$ cat src/rtl/hsc_pkg.sv
package hsc_pkg;

  typedef enum logic [2:0] {
    LS_INV = 3'd0,
    LS_SHR = 3'd1,
    LS_EXC = 3'd2,
    LS_OWN = 3'd3,
    LS_MOD = 3'd4
  } lineState_t;

  typedef enum logic [1:0] {
    BK_NONE   = 2'd0,
    BK_READ   = 2'd1,
    BK_INVAL  = 2'd2,
    BK_UPDATE = 2'd3
  } busKind_t;

  typedef enum logic [1:0] {
    POL_THRESH = 2'd0,
    POL_INVAL  = 2'd1,
    POL_UPDATE = 2'd2,
    POL_OWNED  = 2'd3
  } policy_t;

  // strobes from control to datapath, one cycle each
  typedef struct packed {
    logic       accept;       // latch request tag/data
    logic       fill;         // install memory data into the request slot
    logic       fillShared;   // install as Shared instead of Exclusive
    logic       commitWrite;  // apply a local write
    lineState_t writeState;   // state after the write
    logic       readOut;      // capture read data
    logic       issue;        // put a transaction on the bus
    busKind_t   issueKind;
  } ctlStrobe_t;

endpackage

$ cat src/rtl/hsc_control.sv
module hsc_control
  import hsc_pkg::*;
#(
  parameter int CNT_W = 4
) (
  input  logic                    clk,
  input  logic                    rstN,
  input  logic [1:0]              policySel,
  input  logic                    thrLoad,
  input  logic signed [CNT_W-1:0] thrValue,
  input  logic                    cpuValid,
  input  logic                    cpuWrite,
  input  logic                    snpValid,
  input  logic                    memValid,
  input  logic                    memShared,
  input  logic                    lookHit,
  input  lineState_t              lookState,
  input  logic signed [CNT_W-1:0] lookCnt,
  output ctlStrobe_t              strobe,
  output logic                    cpuDone,
  output logic                    memReq
);

  typedef enum logic {FS_IDLE = 1'b0, FS_FILL = 1'b1} fsm_t;

  localparam logic signed [CNT_W-1:0] THR_RESET = {{(CNT_W-1){1'b0}}, 1'b1};

  fsm_t                    fsmQ, fsmD;
  logic                    pendWrite;
  logic signed [CNT_W-1:0] thrQ;
  policy_t                 pol;
  logic                    useUpdate;

  assign pol = policy_t'(policySel);

  function automatic logic wantUpdate(policy_t p, lineState_t st,
                                      logic signed [CNT_W-1:0] cnt,
                                      logic signed [CNT_W-1:0] thr);
    case (p)
      POL_INVAL:  return 1'b0;
      POL_UPDATE: return 1'b1;
      POL_OWNED:  return st == LS_OWN;
      default:    return cnt >= thr;
    endcase
  endfunction

  always_comb begin
    strobe    = '0;
    fsmD      = fsmQ;
    useUpdate = 1'b0;
    case (fsmQ)
      FS_IDLE: begin
        if (cpuValid && !snpValid) begin
          strobe.accept = 1'b1;
          if (lookHit) begin
            if (!cpuWrite) begin
              strobe.readOut = 1'b1;
            end else begin
              strobe.commitWrite = 1'b1;
              if (lookState == LS_MOD || lookState == LS_EXC) begin
                strobe.writeState = LS_MOD;
              end else begin
                useUpdate         = wantUpdate(pol, lookState, lookCnt, thrQ);
                strobe.issue      = 1'b1;
                strobe.issueKind  = useUpdate ? BK_UPDATE : BK_INVAL;
                strobe.writeState = useUpdate ? LS_OWN : LS_MOD;
              end
            end
          end else begin
            strobe.issue     = 1'b1;
            strobe.issueKind = BK_READ;
            fsmD             = FS_FILL;
          end
        end
      end
      default: begin
        if (memValid && !snpValid) begin
          strobe.fill       = 1'b1;
          strobe.fillShared = memShared;
          fsmD              = FS_IDLE;
          if (pendWrite) begin
            // a missed write is judged as a write from Invalid with counter 0
            useUpdate          = wantUpdate(pol, LS_INV, '0, thrQ);
            strobe.commitWrite = 1'b1;
            strobe.issue       = 1'b1;
            strobe.issueKind   = useUpdate ? BK_UPDATE : BK_INVAL;
            strobe.writeState  = useUpdate ? LS_OWN : LS_MOD;
          end else begin
            strobe.readOut = 1'b1;
          end
        end
      end
    endcase
  end

  always_ff @(posedge clk) begin
    if (!rstN) begin
      fsmQ      <= FS_IDLE;
      pendWrite <= 1'b0;
      thrQ      <= THR_RESET;
      cpuDone   <= 1'b0;
    end else begin
      fsmQ    <= fsmD;
      cpuDone <= strobe.readOut | strobe.commitWrite;
      if (strobe.accept) pendWrite <= cpuWrite;
      if (thrLoad) thrQ <= thrValue;
    end
  end

  assign memReq = (fsmQ == FS_FILL);

endmodule

$ cat src/rtl/hsc_datapath.sv
module hsc_datapath
  import hsc_pkg::*;
#(
  parameter int NUM_LINES = 4,
  parameter int TAG_W     = 8,
  parameter int DATA_W    = 16,
  parameter int CNT_W     = 4,
  parameter int STAT_W    = 16
) (
  input  logic                    clk,
  input  logic                    rstN,
  input  ctlStrobe_t              strobe,
  input  logic [TAG_W-1:0]        cpuTag,
  input  logic [DATA_W-1:0]       cpuWdata,
  input  logic                    snpValid,
  input  logic [1:0]              snpType,
  input  logic [TAG_W-1:0]        snpTag,
  input  logic [DATA_W-1:0]       snpData,
  input  logic [DATA_W-1:0]       memData,
  output logic                    lookHit,
  output lineState_t              lookState,
  output logic signed [CNT_W-1:0] lookCnt,
  output logic [DATA_W-1:0]       cpuRdata,
  output logic                    busReq,
  output logic [1:0]              busType,
  output logic [TAG_W-1:0]        busTag,
  output logic [DATA_W-1:0]       busData,
  output logic [STAT_W-1:0]       cntReadReq,
  output logic [STAT_W-1:0]       cntInval,
  output logic [STAT_W-1:0]       cntUpdate
);

  localparam int IDX_W = $clog2(NUM_LINES);
  localparam logic signed [CNT_W-1:0] CNT_MAX = {1'b0, {(CNT_W-1){1'b1}}};
  localparam logic signed [CNT_W-1:0] CNT_MIN = {1'b1, {(CNT_W-1){1'b0}}};
  localparam logic signed [CNT_W-1:0] CNT_ONE = {{(CNT_W-1){1'b0}}, 1'b1};
  localparam logic [STAT_W-1:0]       STAT_ONE = {{(STAT_W-1){1'b0}}, 1'b1};

  lineState_t              stQ  [NUM_LINES];
  logic [TAG_W-1:0]        tagQ [NUM_LINES];
  logic signed [CNT_W-1:0] cntQ [NUM_LINES];
  logic [DATA_W-1:0]       datQ [NUM_LINES];

  logic [TAG_W-1:0]  reqTag;
  logic [DATA_W-1:0] reqData;
  logic [TAG_W-1:0]  opTag;
  logic [DATA_W-1:0] opData;
  logic [IDX_W-1:0]  opIdx, cpuIdx;
  logic [NUM_LINES-1:0] snpMatch;
  logic signed [CNT_W-1:0] baseCnt;

  function automatic logic signed [CNT_W-1:0] satInc(logic signed [CNT_W-1:0] v);
    return (v == CNT_MAX) ? v : v + CNT_ONE;
  endfunction

  function automatic logic signed [CNT_W-1:0] satDec(logic signed [CNT_W-1:0] v);
    return (v == CNT_MIN) ? v : v - CNT_ONE;
  endfunction

  // during a fill the operation targets the latched request
  assign opTag  = strobe.fill ? reqTag  : cpuTag;
  assign opData = strobe.fill ? reqData : cpuWdata;
  assign opIdx  = opTag[IDX_W-1:0];
  assign cpuIdx = cpuTag[IDX_W-1:0];

  assign lookHit   = (stQ[cpuIdx] != LS_INV) && (tagQ[cpuIdx] == cpuTag);
  assign lookState = stQ[cpuIdx];
  assign lookCnt   = cntQ[cpuIdx];
  assign baseCnt   = strobe.fill ? '0 : cntQ[opIdx];

  for (genvar g = 0; g < NUM_LINES; g++) begin : g_snoopMatch
    assign snpMatch[g] = snpValid && (stQ[g] != LS_INV) && (tagQ[g] == snpTag);
  end

  always_ff @(posedge clk) begin
    if (!rstN) begin
      for (int i = 0; i < NUM_LINES; i++) begin
        stQ[i]  <= LS_INV;
        tagQ[i] <= '0;
        cntQ[i] <= '0;
        datQ[i] <= '0;
      end
    end else begin
      // snooped traffic; control never commits in a cycle with snpValid
      for (int i = 0; i < NUM_LINES; i++) begin
        if (snpMatch[i]) begin
          case (busKind_t'(snpType))
            BK_READ: begin
              cntQ[i] <= satInc(cntQ[i]);
              if (stQ[i] == LS_MOD) stQ[i] <= LS_OWN;
              else if (stQ[i] == LS_EXC) stQ[i] <= LS_SHR;
            end
            BK_INVAL: stQ[i] <= LS_INV;
            BK_UPDATE: begin
              datQ[i] <= snpData;
              stQ[i]  <= LS_SHR;
            end
            default: ;
          endcase
        end
      end
      if (strobe.fill) begin
        tagQ[opIdx] <= reqTag;
        cntQ[opIdx] <= '0;
        datQ[opIdx] <= memData;
        stQ[opIdx]  <= strobe.fillShared ? LS_SHR : LS_EXC;
      end
      if (strobe.commitWrite) begin
        datQ[opIdx] <= opData;
        stQ[opIdx]  <= strobe.writeState;
        cntQ[opIdx] <= satDec(baseCnt);
      end
    end
  end

  always_ff @(posedge clk) begin
    if (!rstN) begin
      reqTag     <= '0;
      reqData    <= '0;
      cpuRdata   <= '0;
      busReq     <= 1'b0;
      busType    <= BK_NONE;
      busTag     <= '0;
      busData    <= '0;
      cntReadReq <= '0;
      cntInval   <= '0;
      cntUpdate  <= '0;
    end else begin
      if (strobe.accept) begin
        reqTag  <= cpuTag;
        reqData <= cpuWdata;
      end
      if (strobe.readOut) cpuRdata <= strobe.fill ? memData : datQ[opIdx];
      busReq <= strobe.issue;
      if (strobe.issue) begin
        busType <= strobe.issueKind;
        busTag  <= opTag;
        busData <= opData;
        case (strobe.issueKind)
          BK_READ:   cntReadReq <= cntReadReq + STAT_ONE;
          BK_INVAL:  cntInval   <= cntInval + STAT_ONE;
          BK_UPDATE: cntUpdate  <= cntUpdate + STAT_ONE;
          default: ;
        endcase
      end
    end
  end

endmodule

$ cat src/rtl/hybrid_snoop_ctrl.sv
module hybrid_snoop_ctrl
  import hsc_pkg::*;
#(
  parameter int NUM_LINES = 4,
  parameter int TAG_W     = 8,
  parameter int DATA_W    = 16,
  parameter int CNT_W     = 4,
  parameter int STAT_W    = 16
) (
  input  logic              clk,
  input  logic              rstN,
  input  logic [1:0]        policySel,
  input  logic              thrLoad,
  input  logic [CNT_W-1:0]  thrValue,
  input  logic              cpuValid,
  input  logic              cpuWrite,
  input  logic [TAG_W-1:0]  cpuTag,
  input  logic [DATA_W-1:0] cpuWdata,
  output logic              cpuDone,
  output logic [DATA_W-1:0] cpuRdata,
  input  logic              snpValid,
  input  logic [1:0]        snpType,
  input  logic [TAG_W-1:0]  snpTag,
  input  logic [DATA_W-1:0] snpData,
  output logic              busReq,
  output logic [1:0]        busType,
  output logic [TAG_W-1:0]  busTag,
  output logic [DATA_W-1:0] busData,
  output logic              memReq,
  input  logic              memValid,
  input  logic              memShared,
  input  logic [DATA_W-1:0] memData,
  output logic [STAT_W-1:0] cntReadReq,
  output logic [STAT_W-1:0] cntInval,
  output logic [STAT_W-1:0] cntUpdate
);

  ctlStrobe_t              strobe;
  logic                    lookHit;
  lineState_t              lookState;
  logic signed [CNT_W-1:0] lookCnt;

  hsc_control #(.CNT_W(CNT_W)) ctrl_i (
    .clk       (clk),
    .rstN      (rstN),
    .policySel (policySel),
    .thrLoad   (thrLoad),
    .thrValue  (thrValue),
    .cpuValid  (cpuValid),
    .cpuWrite  (cpuWrite),
    .snpValid  (snpValid),
    .memValid  (memValid),
    .memShared (memShared),
    .lookHit   (lookHit),
    .lookState (lookState),
    .lookCnt   (lookCnt),
    .strobe    (strobe),
    .cpuDone   (cpuDone),
    .memReq    (memReq)
  );

  hsc_datapath #(
    .NUM_LINES (NUM_LINES),
    .TAG_W     (TAG_W),
    .DATA_W    (DATA_W),
    .CNT_W     (CNT_W),
    .STAT_W    (STAT_W)
  ) dp_i (
    .clk        (clk),
    .rstN       (rstN),
    .strobe     (strobe),
    .cpuTag     (cpuTag),
    .cpuWdata   (cpuWdata),
    .snpValid   (snpValid),
    .snpType    (snpType),
    .snpTag     (snpTag),
    .snpData    (snpData),
    .memData    (memData),
    .lookHit    (lookHit),
    .lookState  (lookState),
    .lookCnt    (lookCnt),
    .cpuRdata   (cpuRdata),
    .busReq     (busReq),
    .busType    (busType),
    .busTag     (busTag),
    .busData    (busData),
    .cntReadReq (cntReadReq),
    .cntInval   (cntInval),
    .cntUpdate  (cntUpdate)
  );

endmodule

$ cat config.mk
export PLATFORM = sky130hd
export DESIGN_NAME = hybrid_snoop_ctrl
export DESIGN_NICKNAME = d
export VERILOG_FILES = /design/src/rtl/hsc_pkg.sv /design/src/rtl/hsc_control.sv /design/src/rtl/hsc_datapath.sv /design/src/rtl/hybrid_snoop_ctrl.sv
export SDC_FILE = /design/constraint.sdc
export NUM_CORES = 1
export LEC_CHECK = 0
export BUFFER_PORTS_ARGS = -buffer_cell sky130_fd_sc_hd__buf_2
export CAP_MARGIN = 20
export CORE_MARGIN = 3
export CORE_UTILIZATION = 40
export DETAILED_ROUTE_END_ITERATION = 10
export PLACE_DENSITY_LB_ADDON = 0.3
export SLEW_MARGIN = 10
export SYNTH_ARGS = -nofsm -noshare
export SYNTH_HDL_FRONTEND = slang
export SYNTH_SLANG_ARGS = --single-unit
$ cat constraint.sdc
create_clock -name clk -period 6.85 [get_ports clk]
set_input_delay 1.7125 -clock clk [delete_from_list [all_inputs] [get_ports clk]]
set_output_delay 1.7125 -clock clk [all_outputs]
set_load 0.01 [all_outputs]
# Word-level counts from Yosys, hierarchy flattened
# Memories as Yosys holds them, arrays and structs flattened. A register that Yosys moved wholly into a read port is not among the register bits.
# Index checks and enable logic that the tools add are counted.
dict set report word_totals {
  ff_bits 106
  output_inout_bits 93
  mem_count 4
  ramBits 124
  word_cells 284
}
dict set report classes {
  mux 172
  n_bitwise 28
  order_cmp 2
  n_reduce_logical 27
  n_eq_ne 30
  add_sub_neg 8
}
# name depth width read_ports rd_clocked_by_memory_dff wr line
set mem_list {}
lappend mem_list {dp_i.datQ 4 16 1 1 4 hsc_datapath.sv:42} ;# logic [DATA_W-1:0] datQ [NUM_LINES];
lappend mem_list {dp_i.tagQ 4 8 5 0 4 hsc_datapath.sv:40} ;# logic [TAG_W-1:0] tagQ [NUM_LINES];
lappend mem_list {dp_i.cntQ 4 4 6 0 4 hsc_datapath.sv:41} ;# logic signed [CNT_W-1:0] cntQ [NUM_LINES];
lappend mem_list {dp_i.stQ 4 3 5 0 4 hsc_datapath.sv:39} ;# lineState_t stQ [NUM_LINES];
# op count
set ops {}
lappend ops {{two-way mux 1 bit} 112}
lappend ops {{two-way mux 16 bit} 7}
lappend ops {{two-way mux 3 bit} 25}
lappend ops {{two-way mux 4 bit} 14}
lappend ops {{adder 16 x 1 -> 16 bit (second input constant)} 3}
lappend ops {{== test 8 bit} 5}
lappend ops {{two-way mux 8 bit} 4}
lappend ops {{OR 1 bit} 28}
lappend ops {{== test 4 bit (second input constant)} 5}
lappend ops {{== test 3 x 2 -> 1 bit (second input constant)} 6}
lappend ops {{adder 4 x 2 -> 4 bit (second input constant)} 4}
lappend ops {{OR reduction 16 bit} 1}
lappend ops {{== test 3 bit (second input constant)} 5}
lappend ops {{nonzero test 3 bit} 5}
lappend ops {{== test 2 bit (second input constant)} 6}
lappend ops {{two-way mux 2 bit} 6}
lappend ops {{logical AND 1 bit} 11}
lappend ops {{two-way mux 10 bit} 1}
lappend ops {{OR reduction 8 bit} 1}
lappend ops {{== test 2 x 1 -> 1 bit (second input constant)} 3}
lappend ops {{AND reduction 2 bit} 3}
lappend ops {{two-way mux 5 bit} 1}
lappend ops {{>= comparator 1 x 4 -> 1 bit (first input constant)} 1}
lappend ops {{>= comparator 4 bit} 1}
lappend ops {{8 further kinds} 9}

# Logic depth before layout (Yosys ltp)
# Gate-level depths: netlist of run 1.
# An unclocked memory read counts as a cell.
dict set report depth {
  depth_word 20
  ltp_mapped 16
  ltp_nobuf 11
}

# Hierarchy
# From an unflattened synthesis of run 1, not the netlist that was laid out.
dict set report unflattened {
  hier_cells 1209
  hier_area_um2 13160.1
}
# module seq_area_each_um2 instances cells_per_inst area_each_um2
set modules_own_cells {}
lappend modules_own_cells {hsc_datapath 6526.3 1 1139 12553.3}
lappend modules_own_cells {hsc_control 140.1 1 70 606.8}

# Worst setup path after synthesis of run 1
# No wires, ideal clock.
dict set report synth_timing {
  kind {input -> register}
  start {in cpuTag[0]}
  end {mem dp_i.datQ[3][0] (enable)}
  setup_ps 411
  stages 10
  setup_slack_ps 2109
  arrival_time_ps 4330
  required_ps 6439
  cell_sequence {buf_4 mux4_2 xor2_1 a211oi_4 a31oi_1 buf_2 or2_1 buf_2 and2_1 o21ai_0}
}
# item line
set synth_rtl {}
lappend synth_rtl {{start, declared} hybrid_snoop_ctrl.sv:17} ;# input logic [TAG_W-1:0] cpuTag,
lappend synth_rtl {{end, declared} hsc_datapath.sv:42}

==> metrics.txt, run 1 <==
Synth Flop Type edfxtp_1; clk sinks 246; GRT Resource Usage Total 0.220; placed inst area 0.0138 mm2; CTS resizes 0; Area growth, synth to finish 17.2%; final setup fails 0; GRT overflow 0; Post-synth EDFFs 124; row count 64; CTS max path bufs 3; WP data required 6.89 ns; cts bufs inserted 26; Yosys top cell area share 0.298; min Tclk post-route 5.39 ns; Hold Crit Class flip-flop to flip-flop; worst slew pin tran 1.15 ns; DP Wirelength 26200 um; asr flop ratio synth 0; Max Cap Viol 0; Routability Congestion 0.864; WHS Path Cells 2; Clk pwr share 0.431; Avg Inst Size Synth 9.13 um2; Logic pwr share 0.094; Vias/cell 5.62; Final Max Tran Viols 0; Post-Syn Area 0.0125 mm2; nets@finish 1609; switching power 836 uW; root buffer cell clkbuf_16; via count 10900; share of layout cells above drive strength 1 0.181; utilization after layout 0.477; Seq/Total Area, Yosys 0.493; final WL 38000 um; # IOs 173; RSZ-0062 raised after global routing no; slowest stage cell on the critical path a31oi_2; largest area contributor in the netlist edfxtp_1; Max stage delay on crit path 0.97 ns; Cell Int Power 2580 uW; status finished, final reports clean; maximum VDD drop 0.148 mV; most frequent cell after synthesis nand2_1; Lkg Pwr 0.00584 uW; post-route cell area 0.0147 mm2; DRT iter0 DRCs 1169; HP Start dp_i.busTag[7]; Final Hold Viols 0; r2r worst-path depth 6; CTS H-Tree Depth 1; hold slack final 0.451 ns; initial antenna violation count 0; Residual DRC 0; crit path max fanout 22; Pwr Density 233 mW/mm2; setup slack, reg-to-reg 2.65 ns; Slew HR 0.231; Initial Util 0.407; vias in the first global route 10400; synth unique cells 61; pin count of the biggest net entering global routing 86; Buffers on Ports 172; FF+latch count, synth 246; die height 183 um; Worst Skew 0.0364 ns; Clock Latency Late Sink 0.56 ns; CP Capture Type flip-flop; critical path launch point type primary input; Yosys warnings 0; CP cell instances buf_2 -> mux4_2 -> o31ai_1 -> a21oi_2 -> a31oi_2 -> or2_2 -> nand3b_1; antenna-violating nets left 0; sequential fraction of design power 0.476; FF-to-FF Start dp_i.stQ[3][1]; die footprint 0.0334 mm2; Die X 183 um; most frequent cells after synthesis nand2_1, edfxtp_1, dfxtp_1; wire per inst 19.7 um; setup tns final 0 ns; sw frac 0.245; n_diodes 0; post-CTS setup buffers 0; clock-pin slew on the worst setup and hold paths 0.06 ns; CTS tree done; crit path kind primary input to flip-flop; Detailed Routing Iterations Pass 1 5; fin crit share 0.786; top area cells in the synthesized netlist edfxtp_1, dfxtp_1, nand2_1; Final Power 3410 uW; CP startpoint cpuTag[0]; Synth Instances 1371; Core Region 0.0307 mm2; Max Freq 0.186 GHz; cts-stage hold buffer count 0; first-pass GRT wire length 58400 um; Worst Path Arrival 5.43 ns
[stage by stage]
stage	setup WS, ns	cells
after global placement	1.01	1884
after global routing	1.19	1933
after CTS	1.48	1933
final	1.46	1933
after floorplan	2.11	1374
after detailed placement	0.931	1885
[sequential cells by signal, indices dropped and copies added, names as in the netlist]
signal and count:
ctrl_i.cpuDone 1, ctrl_i.memReq 1, ctrl_i.pendWrite 1, ctrl_i.thrQ 4, dp_i.busData 16, dp_i.busReq 1, dp_i.busTag 8, dp_i.busType 2
dp_i.cntInval 16, dp_i.cntQ 16, dp_i.cntReadReq 16, dp_i.cntUpdate 16, dp_i.cpuRdata 16, dp_i.datQ 64, dp_i.reqData 16, dp_i.reqTag 8
dp_i.stQ 12, dp_i.tagQ 32
[cell type report]
type / count / area (um2)
Timing Repair Buffer: 199 / 1060
Clock buffer: 43 / 838
Fill cell: 2928 / 16100
Inverter: 23 / 86.3
Clock inverter: 5 / 62.6
Multi-Input combinational cell: 1021 / 5950
Sequential cell: 246 / 6170
Tap cell: 396 / 495
[cells in the final DEF, fill, tap and decap left out, types with 5 or more instances in the layout]
cell type,instances
o21ai_1,12
ha_1,12
nor4_1,9
buf_4,27
and2_1,13
nand2_1,310
xor2_1,56
mux2_2,6
o21ai_0,111
dfxtp_1,122
and3_1,32
mux4_2,11
clkbuf_8,8
nand2b_1,12
buf_2,172
a21o_1,9
nand4_1,18
clkbuf_1,6
o31ai_1,6
xnor2_1,32
a22oi_1,15
mux2i_1,44
or3_1,5
edfxtp_1,124
and4_1,5
inv_1,22
clkbuf_16,28
o22ai_1,17
nor2_1,78
a21oi_1,63
nand3_1,57
a31oi_1,20
nor3_1,14
[path summary, 6_finish.rpt]
path / to
setup / recovery: dp_i.datQ[0][9]
hold / removal: dp_i.busTag[7]
setup reg to reg: dp_i.datQ[0][9]
hold reg to reg: dp_i.busTag[7]
[power groups by stage]
stage	logic (uW)	registers (uW)	clock network, uW
3_5_place_dp	317	1660	0
2_1_floorplan	189	1650	0
4_1_cts	319	1620	1490
3_3_place_gp	312	1650	0
6_report	319	1620	1470
5_1_grt	351	1630	1560
[routing by layer]
layer | vias up | track usage | share of wire
li1 | 5149 | - | -
met1 | 5170 | 0.284 | 0.40
met2 | 468 | 0.371 | 0.48
met3 | 71 | 0.0405 | 0.082
met4 | 0 | 0.0795 | 0.036
met5 | - | 0 | 0
[cells by family after synthesis]
| logic type | Yosys count | share of synthesized area |
|---|---|---|
| buffers and inverters | 107 | 0.0354 |
| flip-flops | 246 | 0.493 |
| AO/OA/AOI/OAI | 277 | 0.128 |
| XOR/XNOR | 88 | 0.0616 |
| multiplexers | 61 | 0.0604 |
| adder cells (fa/ha/maj) | 12 | 0.0120 |
| other | 1 | 0.000300 |
| AND/OR/NAND/NOR | 579 | 0.210 |
[worst max-delay path: cells and delay by family]
kind                   cells  cell delay, ns
AND/OR/NAND/NOR            2            1.19
buffers and inverters      1            0.44
multiplexers               1            0.61
AO/OA/AOI/OAI              3            1.44
Power figures use the tool's default switching activity.
==> run 2: changes to the inputs <==
==> constraint.sdc (replaced) <==
create_clock -name clk -period 5.65 [get_ports clk]
set_input_delay 1.4125 -clock clk [delete_from_list [all_inputs] [get_ports clk]]
set_output_delay 1.4125 -clock clk [all_outputs]
set_load 0.01 [all_outputs]
==> run 2 against run 1 <==
Compared with the run above:
- flip-flop and latch count did not move
- worst hold slack about the same
- die area did not move
- final cell count is 0.57% higher
- register-to-register slack got worse by 0.52 ns
- clock-buffer cell count decreased by 9
- setup slack lost 0.27 ns
- utilization grew 0.13 points
- critical path depth rose by 4
- cell area rose by 0.26%
- wire length shrank 0.31%
- critical endpoint is now dp_i.stQ[3][1]
- largest cell class unchanged
- highest routed layer unchanged
==> metrics.txt, run 2 (synthesized netlist as in run 1, its figures left out) <==
die footprint 0.0334 mm2 (unchanged); cts bufs inserted 27 (+3.8%); status finished, final reports clean; CTS tree done; vias in the first global route 10600 (+1.4%); # IOs 173 (unchanged); GRT Resource Usage Total 0.221 (+0.000899); Final Max Tran Viols 0 (unchanged); top cell family by delay on the critical path compound AO/OA/AOI/OAI gates; post-route cell area 0.0147 mm2 (+0.26%); Area growth, synth to finish 17.5%; CP cell instances buf_2 -> mux4_2 -> ha_1 -> and2_1 -> a311oi_1 -> o31ai_1 -> and3_1 -> a31o_2 -> a21o_1 -> o21ai_0 -> o21ai_0; CP Capture Type flip-flop; Max Cap Viol 0 (unchanged); setup tns final 0 ns (unchanged); crit path max fanout 19 (-14%); Slew HR 0.326 (+0.0951); Clock Latency Late Sink 0.55 ns (about the same); RSZ-0062 raised after global routing no; final setup fails 0 (unchanged); Lkg Pwr 0.00586 uW (+0.32%); share of layout cells above drive strength 1 0.184 (+0.00271); Detailed Routing Iterations Pass 1 6 (+1); cts-stage hold buffer count 0 (unchanged); CTS max path bufs 3 (unchanged); GRT overflow 0 (unchanged); antenna-violating nets left 0 (unchanged); critical path launch point type primary input; root buffer cell clkbuf_16; worst slew pin tran 0.985 ns (-0.164 ns); wire per inst 19.5 um (-0.88%); Hold Crit Class flip-flop to flip-flop; Largest regs dp_i.datQ: 64 flops, dp_i.tagQ: 32 flops; Residual DRC 0 (unchanged); CP dominant cell by count o21ai_0; placed inst area 0.0138 mm2 (+0.44%); most frequent cells in the layout nand2_1, buf_2, edfxtp_1; via count 10900 (+0.13%); nets@finish 1618 (+0.56%); CTS resizes 0 (unchanged); CTS H-Tree Depth 1 (unchanged); maximum VDD drop 0.225 mV (+52%); slowest stage cell on the critical path mux4_2; Layout Cells excl Fill 1944 (+0.57%); Initial Util 0.407 (unchanged); clock-pin slew on the worst setup and hold paths 0.06 ns (about the same); Final Hold Viols 0 (unchanged); pin count of the biggest net entering global routing 85 (-1.2%); max reg flops 64 (unchanged); Buffers on Ports 172 (unchanged); first-pass GRT wire length 58900 um (+0.89%); Vias/cell 5.59 (-0.44%); Max stage delay on crit path 0.58 ns (-0.39 ns); Largest Register dp_i.datQ; most common cell after layout, fill and taps aside nand2_1; Worst Skew 0.0190 ns (-0.0173 ns); final WL 37900 um (-0.31%); Cells after DPL 1893 (+0.42%); Max Freq 0.225 GHz; Filler Cell Count 2957 (+0.99%); Pwr Density 280 mW/mm2 (+20%); clk sinks 246 (unchanged); post-CTS setup buffers 0 (unchanged); DRT iter0 DRCs 925 (-21%); Worst Path Arrival 4.83 ns (-0.60 ns); crit path kind primary input to flip-flop; die height 183 um (unchanged); Worst Path Buf+Inv 1 (unchanged); DP Wirelength 26300 um (+0.19%); fin crit share 0.788; Core Region 0.0307 mm2 (unchanged); initial antenna violation count 1 (+1); Routability Congestion 0.910 (+5.4%); row count 64 (unchanged); min Tclk post-route 4.45 ns; Die X 183 um (unchanged); WP data required 6.03 ns (-0.86 ns)
run 2: cell types whose count changed in the layout (fill, tap and decap cells not counted), moves of 2 or more:
cell / previous run / this run
buf_4: 27 / 35
clkbuf_8: 8 / 2
clkinv_1: 0 / 5
clkinv_2: 2 / 6
bufinv_16: 1 / 3
run 2: layout make-up:
cell class | count | area, um2 | area share
flip-flops and latches | 246 | 6170 | 0.419
repair buffers | 207 | 1120 | 0.0764
clock buffers | 34 | 722 | 0.0491
clock inverters | 16 | 155 | 0.0106
well taps | 396 | 495 | 0.0337
inverters | 23 | 86.3 | 0.00587
diodes | 1 | 2.50 | 0.000170
multi-input cells | 1021 | 5950 | 0.405
run 2: final timing paths:
| kind | from | to | slack, ns | cells past startpoint |
|---|---|---|---|---|
| hold / removal | dp_i.busTag[7] | dp_i.busTag[7] | 0.45 | 2 |
| hold reg to reg | dp_i.busTag[7] | dp_i.busTag[7] | 0.45 | 2 |
| setup reg to reg | dp_i.cntQ[3][2] | dp_i.stQ[3][1] | 2.13 | 10 |
| setup / recovery | cpuTag[0] | dp_i.stQ[3][1] | 1.20 | 11 |
run 2: tightest hold or removal path: cells and delay by family, from the launching register on:
kind	cells	cell delay (ns)
AOI/OAI and AO/OA	1	0.05
DFF	1	0.30
and+or+nand+nor	1	0.05
run 2: through the flow:
step                      total power [uW]   util  setup WS, ns  hold slack (ns)
after global routing                  4260  0.478          1.01            0.473
after floorplan                       2230      -          1.21            0.437
after global placement                2380  0.449         0.726            0.442
after CTS                             4140  0.478          1.23            0.455
final                                 4120  0.478          1.20            0.452
after detailed placement              2390  0.450         0.720            0.447
run 2: where the power goes:
part           leakage [uW]  total [uW]  internal (uW)  switching, uW
Clock              0.000431        1760           1040            726
Combinational       0.00315         390            139            251
Sequential          0.00228        1970           1930           38.8
run 2: metal layers:
| metal | track usage | wire (um) | vias to the layer above | share of wire |
|---|---|---|---|---|
| met4 | 0.0923 | 1560 | 0 | 0.041 |
| li1 | - | - | 5159 | - |
| met1 | 0.288 | 15300 | 5172 | 0.40 |
| met2 | 0.368 | 18000 | 453 | 0.48 |
| met3 | 0.0347 | 2920 | 88 | 0.077 |
| met5 | 0 | 0 | - | 0 |
==> run 3: changes to the inputs <==
==> constraint.sdc (replaced) <==
create_clock -name clk -period 4.45 [get_ports clk]
set_input_delay 1.1125 -clock clk [delete_from_list [all_inputs] [get_ports clk]]
set_output_delay 1.1125 -clock clk [all_outputs]
set_load 0.01 [all_outputs]
==> run 3 against run 2 <==
Compared with the run above:
- cell area is 1.2% higher
- largest power group unchanged
- critical endpoint is now dp_i.cntQ[2][3]
- global-route usage is 0.54 points higher
- wire length is 2.5% higher
- clock power is 26% higher
- combinational power is 31% higher
- setup slack worse by 0.56 ns
- register-to-register slack worse by 1.1 ns
- sequential power is 27% higher
- worst hold slack better by 0.0021 ns
- non-clock buffer count is 16 higher
==> metrics.txt, run 3 (synthesized netlist as in run 1, its figures left out) <==
Buffers on Ports 172 (unchanged); # IOs 173 (unchanged); Layout Cells excl Fill 1957 (+0.67%); fin crit share 0.856; Max Freq 0.263 GHz; min Tclk post-route 3.81 ns; Slew HR 0.370 (+0.0433); wire per inst 19.8 um (+1.8%); WHS Path Cells 2 (unchanged); final setup fails 0 (unchanged); Die X 183 um (unchanged); DRT iter0 DRCs 1089 (+18%); post-CTS setup buffers 0 (unchanged); Initial Util 0.407 (unchanged); Core Region 0.0307 mm2 (unchanged); Routability Congestion 0.986 (+8.3%); CP dominant cell by count buf_4; Clock Latency Late Sink 0.54 ns (about the same); GRT Resource Usage Total 0.226 (+0.00540); share of layout cells above drive strength 1 0.193 (+0.00988); Pwr Density 351 mW/mm2 (+25%); n_diodes 0 (-1); status finished, final reports clean; die height 183 um (unchanged); critical path launch point type primary input; r2r worst-path depth 12 (+2); Cell Int Power 3940 uW (+27%); sw frac 0.246 (-0.000366); initial antenna violation count 1 (unchanged); clock-pin slew on the worst setup and hold paths 0.06 ns (about the same); cts-stage hold buffer count 0 (unchanged); Logic pwr share 0.097 (+0.002); RSZ-0062 raised after global routing no; Detailed Routing Iterations Pass 1 6 (unchanged); Final Hold Viols 0 (unchanged); final WL 38800 um (+2.5%); FF-to-FF Start ctrl_i.memReq; pin count of the biggest net entering global routing 84 (-1.2%); Worst Skew 0.0131 ns (-0.00589 ns); setup tns final 0 ns (unchanged); row count 64 (unchanged); crit path kind primary input to flip-flop; worst slew pin tran 0.945 ns (-0.0395 ns); Largest regs dp_i.datQ: 64 flops, dp_i.tagQ: 32 flops; Filler Cell Count 2899 (-2.0%); most frequent cells in the layout nand2_1, buf_2, edfxtp_1; CP Capture Type flip-flop; CTS tree done; max reg flops 64 (unchanged); FF/Latch Area 0.00617 mm2 (unchanged); Residual DRC 0 (unchanged); top cell family by delay on the critical path buffers and inverters; Worst Path Arrival 4.08 ns (-0.75 ns); crit path max fanout 15 (-4); utilization after layout 0.484 (+0.00578); nets@finish 1634 (+0.99%); GRT overflow 0 (unchanged); setup slack, reg-to-reg 1.04 ns (-1.09 ns); DP Wirelength 27500 um (+4.5%); sequential fraction of design power 0.479 (+0.002); maximum VDD drop 0.206 mV (-8.7%); vias in the first global route 10700 (+1.1%); die footprint 0.0334 mm2 (unchanged); HP Start dp_i.busTag[5]; via count 11000 (+1.4%); area of the multi-input gates 0.00595 mm2 (unchanged); slowest stage cell on the critical path a31oi_1; root buffer cell clkbuf_16; Max stage delay on crit path 0.39 ns (-0.19 ns); Clk pwr share 0.424 (-0.004); Final Max Tran Viols 0 (unchanged); Cells after DPL 1908 (+0.79%); most common cell after layout, fill and taps aside nand2_1; first-pass GRT wire length 60600 um (+3.0%); CTS resizes 0 (unchanged); antenna-violating nets left 0 (unchanged); CP cell instances buf_2 -> buf_4 -> a21o_1 -> buf_4 -> nand2_1 -> a31oi_1 -> inv_1 -> ha_1 -> nand2b_1 -> nor4bb_1 -> o21ai_0 -> nand3_1 -> o22ai_1; Area growth, synth to finish 18.9%; CTS max path bufs 3 (unchanged); Vias/cell 5.64 (+0.76%); clk sinks 246 (unchanged); CTS H-Tree Depth 1 (unchanged); Hold Crit Class flip-flop to flip-flop; Lkg Pwr 0.00596 uW (+1.8%); Largest Register dp_i.datQ; Worst R2R End dp_i.cntQ[2][3]; Max Cap Viol 0 (unchanged); WP data required 4.72 ns (-1.31 ns); Worst Path Buf+Inv 4 (+3); cts bufs inserted 27 (unchanged); switching power 1280 uW (+27%); Hold Path Sink dp_i.busTag[5]
==> run 3: cell count changes in the layout (fill, tap and decap cells not counted), moves of 2 or more <==
cell	delta
buf_12	+5
clkbuf_16	+2
buf_4	+10
clkinv_1	-3
clkbuf_8	+2
bufinv_16	-2
==> run 3: metrics by stage <==
stage	total power (uW)	setup slack, ns	instance area [um2]	hold WS, ns
after global placement	3040	0.340	14000	0.441
after detailed placement	3050	0.242	14000	0.446
after floorplan	2830	0.309	12500	0.437
final	5220	0.641	14900	0.454
after global routing	5400	0.619	14900	0.468
after CTS	5250	0.781	14900	0.454
==> run 3: power groups by stage <==
stage          clock [uW]  combinational (uW)  sequential [uW]
2_1_floorplan           0                 291             2540
3_3_place_gp            0                 499             2550
3_5_place_dp            0                 503             2550
4_1_cts              2250                 506             2500
5_1_grt              2340                 556             2510
6_report             2210                 509             2500
==> run 3: worst max path at each step <==
| stage | start | end | slack (ns) | cells after the start |
|---|---|---|---|---|
| 2_1_floorplan | cpuTag[0] | dp_i.datQ[3][0] | 0.31 | 10 |
| 3_3_place_gp | cpuTag[0] | dp_i.cntQ[2][3] | 0.34 | 13 |
| 3_5_place_dp | cpuTag[0] | dp_i.cntQ[1][3] | 0.24 | 13 |
| 4_1_cts | cpuTag[0] | dp_i.cntQ[2][3] | 0.78 | 13 |
| 5_1_grt | cpuTag[0] | dp_i.cntQ[0][3] | 0.62 | 13 |
| 6_report | cpuTag[0] | dp_i.cntQ[2][3] | 0.64 | 13 |
==> run 3: per-layer routing <==
metal,GRT usage,share of wire
met1,0.298,0.40
met2,0.378,0.48
met3,0.0363,0.084
met4,0.0826,0.037
met5,0,0.00033
==> run 3: final cells by class <==
| type | instances | share of cell area |
|---|---|---|
| well taps | 396 | 0.0333 |
| clock buffers | 37 | 0.0535 |
| multi-input cells | 1021 | 0.400 |
| inverters | 23 | 0.00580 |
| repair buffers | 223 | 0.0876 |
| flip-flops and latches | 246 | 0.414 |
| clock inverters | 11 | 0.00547 |
==> run 3: worst register-to-register path, stage by stage (launching register included) <==
cell      delay (ns)
dfxtp_1         0.47
and4b_1         0.28
a21o_1          0.24
buf_4           0.30
nand2_1         0.09
a31oi_1         0.39
inv_1           0.09
ha_1            0.24
nand2b_1        0.16
nor4bb_1        0.31
o21ai_0         0.14
nand3_1         0.29
o22ai_1         0.15
